--- src/rtl/cfgsr_pkg.sv ---
package cfgsr_pkg;

    localparam int          DATA_W      = 32;
    localparam logic [31:0] CHIP_ID     = 32'hC002_2D15;
    localparam logic [31:0] BREAK_MAGIC = 32'hC0DE_0000;

    // Window base addresses (byte)
    localparam int CFG_END   = 32'h400;
    localparam int SLV_BASE  = 32'h800;
    localparam int LBUS_BASE = 32'hC00;
    localparam int SLOT_LOG2 = 10;          // 0x400 bytes per engine slot

    // Engine type codes
    localparam logic [3:0] ETYPE_PEEK    = 4'h2;
    localparam logic [3:0] ETYPE_BRIDGE  = 4'h3;
    localparam logic [3:0] ETYPE_SCRATCH = 4'h6;

    typedef enum logic [1:0] {
        WIN_CFG  = 2'd0,
        WIN_SLV  = 2'd1,
        WIN_LBUS = 2'd2,
        WIN_NONE = 2'd3
    } win_e;

    // Descriptor: [31] next valid, [23:16] slots, [15:12] version,
    // [7:4] type, [3:0] check nibble
    function automatic logic [31:0] mk_desc(input logic [7:0] slots,
                                            input logic [3:0] ver,
                                            input logic [3:0] etype,
                                            input logic [3:0] chk);
        return {1'b1, 7'b0, slots, ver, 4'b0, etype, chk};
    endfunction

    localparam logic [31:0] DESC_PEEK    = mk_desc(8'd1, 4'd1, ETYPE_PEEK,    4'hC);
    localparam logic [31:0] DESC_BRIDGE  = mk_desc(8'd1, 4'd5, ETYPE_BRIDGE,  4'hA);
    localparam logic [31:0] DESC_SCRATCH = mk_desc(8'd1, 4'd1, ETYPE_SCRATCH, 4'h7);

endpackage

--- src/rtl/cfgsr_decode.sv ---
module cfgsr_decode
    import cfgsr_pkg::*;
#(
    parameter int ADDR_W = 21,
    parameter int N_ENG  = 2,
    parameter int ENG_W  = 1
) (
    input  logic [ADDR_W-1:0] addr,
    output win_e              win,
    output logic              aligned,
    output logic [7:0]        cfg_idx,
    output logic              eng_hit,
    output logic [ENG_W-1:0]  eng_sel,
    output logic              eng_off0
);
    localparam int BLK_W = ADDR_W - SLOT_LOG2;
    localparam logic [ADDR_W-1:0] A_CFG_END = ADDR_W'(CFG_END);
    localparam logic [ADDR_W-1:0] A_SLV     = ADDR_W'(SLV_BASE);
    localparam logic [ADDR_W-1:0] A_LBUS    = ADDR_W'(LBUS_BASE);
    localparam logic [BLK_W-1:0]  BLK_LIM   = BLK_W'(N_ENG);

    logic [ADDR_W-1:0] loc;
    logic [BLK_W-1:0]  blk;

    always_comb begin
        if (addr < A_CFG_END)      win = WIN_CFG;
        else if (addr < A_SLV)     win = WIN_NONE;
        else if (addr < A_LBUS)    win = WIN_SLV;
        else                       win = WIN_LBUS;
    end

    assign aligned  = (addr[1:0] == 2'b00);
    assign cfg_idx  = addr[SLOT_LOG2-1:2];
    assign loc      = addr - A_LBUS;
    assign blk      = loc[ADDR_W-1:SLOT_LOG2];
    assign eng_hit  = (win == WIN_LBUS) && (blk < BLK_LIM);
    assign eng_sel  = blk[ENG_W-1:0];
    assign eng_off0 = (loc[SLOT_LOG2-1:0] == '0);

endmodule

--- src/rtl/cfgsr_table.sv ---
module cfgsr_table
    import cfgsr_pkg::*;
#(
    parameter int N_ENG = 2   // must stay below 252 to fit the 0x400 window
) (
    input  logic [7:0]        idx,
    output logic [DATA_W-1:0] word
);
    localparam logic [7:0] FIRST_ENG = 8'd3;
    localparam logic [7:0] TERM_IDX  = 8'(3 + N_ENG);

    always_comb begin
        if (idx == 8'd0)             word = CHIP_ID;
        else if (idx == 8'd1)        word = DESC_PEEK;
        else if (idx == 8'd2)        word = DESC_BRIDGE;
        else if (idx >= FIRST_ENG && idx < TERM_IDX)
                                     word = DESC_SCRATCH;
        else if (idx == TERM_IDX)    word = '0;
        else                         word = BREAK_MAGIC;
    end

endmodule

--- src/rtl/cfgsr_scratch.sv ---
module cfgsr_scratch
    import cfgsr_pkg::*;
(
    input  logic              clk,
    input  logic              rst_n,
    input  logic              clr,
    input  logic              wr_en,
    input  logic [DATA_W-1:0] wdata,
    output logic [DATA_W-1:0] q
);
    logic [DATA_W-1:0] reg_d, reg_q;

    always_comb begin
        reg_d = reg_q;
        if (clr)        reg_d = '0;
        else if (wr_en) reg_d = wdata;
    end

    always_ff @(posedge clk or negedge rst_n) begin
        if (!rst_n) reg_q <= '0;
        else        reg_q <= reg_d;
    end

    assign q = reg_q;

endmodule

--- src/rtl/cfg_space_responder.sv ---
module cfg_space_responder
    import cfgsr_pkg::*;
#(
    parameter int ADDR_W = 21,
    parameter int N_ENG  = 2
) (
    input  logic              clk,
    input  logic              rst_n,
    input  logic              req,
    input  logic              we,
    input  logic [ADDR_W-1:0] addr,
    input  logic [31:0]       wdata,
    output logic [31:0]       rdata,
    output logic              ack
);
    localparam int ENG_W = (N_ENG > 1) ? $clog2(N_ENG) : 1;

    typedef struct packed {
        logic              ack;
        logic [DATA_W-1:0] rdata;
        logic              brk;
    } rsp_t;

    rsp_t state_d, state_q;

    win_e             win;
    logic             aligned;
    logic [7:0]       cfg_idx;
    logic             eng_hit;
    logic [ENG_W-1:0] eng_sel;
    logic             eng_off0;
    logic [DATA_W-1:0] tbl_word;
    logic [DATA_W-1:0] eng_q [N_ENG];
    logic [N_ENG-1:0]  eng_wr;
    logic [DATA_W-1:0] eng_rd;
    logic              brk_pulse;
    logic              eng_acc;

    cfgsr_decode #(.ADDR_W(ADDR_W), .N_ENG(N_ENG), .ENG_W(ENG_W)) u_dec (
        .addr     (addr),
        .win      (win),
        .aligned  (aligned),
        .cfg_idx  (cfg_idx),
        .eng_hit  (eng_hit),
        .eng_sel  (eng_sel),
        .eng_off0 (eng_off0)
    );

    cfgsr_table #(.N_ENG(N_ENG)) u_tbl (
        .idx  (cfg_idx),
        .word (tbl_word)
    );

    // A register access lands only on an aligned word at slot offset 0
    assign eng_acc   = req && aligned && eng_hit && eng_off0;
    assign brk_pulse = state_q.brk;

    for (genvar k = 0; k < N_ENG; k++) begin : g_eng
        assign eng_wr[k] = eng_acc && we && (eng_sel == ENG_W'(k));
        cfgsr_scratch u_scr (
            .clk   (clk),
            .rst_n (rst_n),
            .clr   (brk_pulse),
            .wr_en (eng_wr[k]),
            .wdata (wdata),
            .q     (eng_q[k])
        );
    end

    always_comb begin
        eng_rd = '0;
        for (int k = 0; k < N_ENG; k++) begin
            if (eng_sel == ENG_W'(k)) eng_rd = eng_q[k];
        end
    end

    always_comb begin
        state_d       = '0;
        state_d.ack   = req;
        if (req && !we && aligned) begin
            unique case (win)
                WIN_CFG:  state_d.rdata = tbl_word;
                WIN_LBUS: state_d.rdata = (eng_hit && eng_off0) ? eng_rd : '0;
                default:  state_d.rdata = '0;
            endcase
        end
        state_d.brk = req && we && aligned && (win == WIN_CFG) &&
                      (cfg_idx <= 8'd1) && (wdata == BREAK_MAGIC);
    end

    always_ff @(posedge clk or negedge rst_n) begin
        if (!rst_n) state_q <= '0;
        else        state_q <= state_d;
    end

    assign ack   = state_q.ack;
    assign rdata = state_q.rdata;

endmodule

--- config.mk ---
export PLATFORM = sky130hd
export DESIGN_NAME = cfg_space_responder
export DESIGN_NICKNAME = d
export VERILOG_FILES = /design/src/rtl/cfgsr_pkg.sv /design/src/rtl/cfgsr_decode.sv /design/src/rtl/cfgsr_table.sv /design/src/rtl/cfgsr_scratch.sv /design/src/rtl/cfg_space_responder.sv
export SDC_FILE = /design/constraint.sdc
export NUM_CORES = 1
export LEC_CHECK = 0
export BUFFER_PORTS_ARGS = -buffer_cell sky130_fd_sc_hd__buf_2
export CORE_MARGIN = 3
export CORE_UTILIZATION = 56
export CTS_CLUSTER_SIZE = 12
export DETAILED_ROUTE_END_ITERATION = 8
export PLACE_DENSITY_LB_ADDON = 0.12
export SYNTH_ARGS = -nofsm -noshare
export SYNTH_HDL_FRONTEND = slang
export SYNTH_SLANG_ARGS = --single-unit
export TNS_END_PERCENT = 1
--- constraint.sdc ---
create_clock -name clk -period 1.1 [get_ports clk]
set_input_delay 0.055 -clock clk [delete_from_list [all_inputs] [get_ports clk]]
set_output_delay 0.055 -clock clk [all_outputs]
set_load 0.01 [all_outputs]
==> metrics.txt <==
endpoint class of the critical path flip-flop; vias in the first global route 4346; global routing met1 resource utilization 0.378; FF-to-FF path depth 3; CTS sink cnt 98; max-slew violation count 0; RSZ-0062 raised after global routing true; Final ANT Viol Nets 0; routed len/inst 18.6 µm; gr usage total 0.280; critical path cell sequence buf_2 > or4_4 > or3_4 > or4_4 > buf_12 > o21ai_1 > a21oi_1; crit-path most repeated cell or4_4; post-DP HPWL 8260 µm; Initial Util 0.578; synthesized flop and latch total between 90 and 100; Diodes inserted 0; Netlist cell types 35; Required @ worst endpoint between 1000 and 1500 ps; Primary FF master, synth dfrtp_1; chip width 98.3 µm; drt pass-1 iters 5; Synth area leaders dfrtp_1 51%, a21oi_1 8.7%, o21ai_1 6.3%; FF-to-FF setup slack 40 ps; Root Driver clkbuf_8; Core Area approximately 8300 µm²; Final WS setup -676 ps; Tcrit/Tclk final 1.61; synth warn 0; top cell type's share of synthesized area 0.514; vias ~4500; Max Clock Skew 10.5 ps; Max H-tree Level 3; FF+latch area 2450 µm²; Final nets 670; Worst VDD drop 665 µV; overall routed net length 13400 µm; Clock Tree Buf Depth 2; critical path arrival 2010 ps; # rows 33; fin util 0.757; largest net degree at the start of global routing 100; # IOs 90; die height 98.3 µm; initial antenna violation count 0; final hold viol count 0; Leak 2.87 nW; met2 Use GR 0.470; max_slew headroom 0.707; GP Congestion roughly 0.86; CP Launch Type input pin; reg2reg end rdata[3]; Global Route met3 Usage 0.0457; ys async rst share 1.00; failing checks negative setup slack; EDFF count, synth 0; die area 9660 µm²; r2r startpoint g_eng[0].u_scr.q[3]; Most Crowded Layer GR met2; # DRC 0; cell area after synthesis about 4800 µm²; min-delay worst type in -> reg; Multi-input gate area 2200 µm²; final setup fails 97; grt total ovfl 0; non-filler instance count after layout approximately 720; Fillers 587; max incr delay on CP 520 ps; Gate Count Post-Synth 484; Skew-Pair Late Insertion Delay between 300 and 400 ps; clk slew on worst S/H paths 90 ps; share of cells above drive strength 1 0.357; most instantiated cells after synthesis 98 x dfrtp_1, 83 x a21oi_1, 60 x o21ai_1; cell with the most instances after synthesis dfrtp_1; post-placement cell count ~680; syn_area_per_cell a little under 10 µm²; vias per cell between 6 and 7; Final Total Pwr 6.85 mW; CTS tree yes; DRT iter0 DRCs 369; WHS Path Cells 3; Least-Margin Pin Slew 440 ps; Crit Path Class in -> reg; Top delay family on crit path simple AND/OR/NAND/NOR gates; HP Start wdata[10]; power per cell area 1100 nW/µm²; Slowest-stage cell, CP or4_4; status complete, but fails checks; Area Overhead vs Synth 31.0%; CTS Buf Count 9; max-cap violations 0; Hold Path End g_eng[0].u_scr.q[10]; CP max FO 26; Yosys top cell by area dfrtp_1; first-pass GRT wire length 21700 µm; register area share after synthesis 0.514; IO buf count 89; Worst Path Buf+Inv 2; Max Freq 563 MHz; fin crit period 1780 ps; Net Count, Synth 542
## routing by layer
layer | share of wire | up-vias
met4 | 0.020 | 0
li1 | - | 2051
met3 | 0.068 | 30
met5 | 0 | -
met1 | 0.40 | 2170
met2 | 0.51 | 202
## sequential cells by signal (all words and copies together) (netlist names)
name	count
rdata	32
brk_pulse	1
g_eng.u_scr.q	64
ack	1
## how the worst max path moves through the flow
stage                                 to  cells after the start     from
global placement    g_eng[0].u_scr.q[18]                      7  addr[7]
detailed placement             rdata[23]                      8  addr[7]
floorplan           g_eng[1].u_scr.q[10]                      7  addr[7]
global route        g_eng[0].u_scr.q[31]                      7  addr[7]
CTS                 g_eng[0].u_scr.q[16]                      7  addr[7]
finish               g_eng[0].u_scr.q[1]                      7  addr[7]
## timing repair
item / CTS / global route
hold buffers: 20 / 0
pin swaps: 7 / 1
endpoints found under the hold margin: 131 / 0
gates resized for setup: 17 / 25
endpoints found under the setup margin: 97 / 97
buffers inserted: 1 / 0
cloned: 1 / 0
## worst register-to-register path, stage by stage (launching register included)
cell	delay [ps]
dfrtp_1	400
mux2_2	300
a22oi_1	200
nor2_1	60
## cell families (layout without fill, tap and decap cells)
group                    Yosys count  count (layout)  synth area share
AO/OA/AOI/OAI                    158             158             0.170
AND/OR/NAND/NOR                  136             136             0.177
flip-flops                        98              98             0.514
buffers and inverters             54             187            0.0559
multiplexers                      33              33            0.0740
XOR/XNOR                           4               4           0.00734
adder cells (fa/ha/maj)            1               1           0.00262
## cell type report
cell class / instances / area share
flip-flops and latches: 98 / 0.393
inverters: 2 / 0.00120
well taps: 105 / 0.0210
repair buffers: 169 / 0.196
multi-input cells: 332 / 0.353
clock inverters: 6 / 0.0144
clock buffers: 10 / 0.0220
## cells in the final DEF (no fill, tap or decap), types with 10 or more instances in the layout
cell type,instances
dfrtp_1,97
nand2_1,12
o21ai_1,49
a21oi_1,76
mux2_2,18
buf_4,49
o21ai_2,15
clkbuf_8,10
nor2_1,27
dlygate4sd3_1,20
nand4_1,35
nand4b_1,34
mux2i_1,15
buf_2,88
## per-stage QoR
step                      instance area (µm²)  setup TNS (ps)  setup slack (ps)  hold WS [ps]
after floorplan                          4770          -79670              -886          -241
after global routing                     6250          -57960              -712          16.5
final                                    6250          -55440              -676          35.7
after global placement                   5640          -96260             -1040          49.8
after detailed placement                 5640          -98270             -1070          57.2
after CTS                                6150          -52580              -653          8.17
## power by group
group          internal (mW)  total, mW  switching [mW]  leakage [nW]
registers               3.60       3.60        0.000292          1.37
logic                  0.283      0.616           0.333          1.39
clock network           1.35       2.64            1.29         0.112
(Power assumes the default switching activity.)
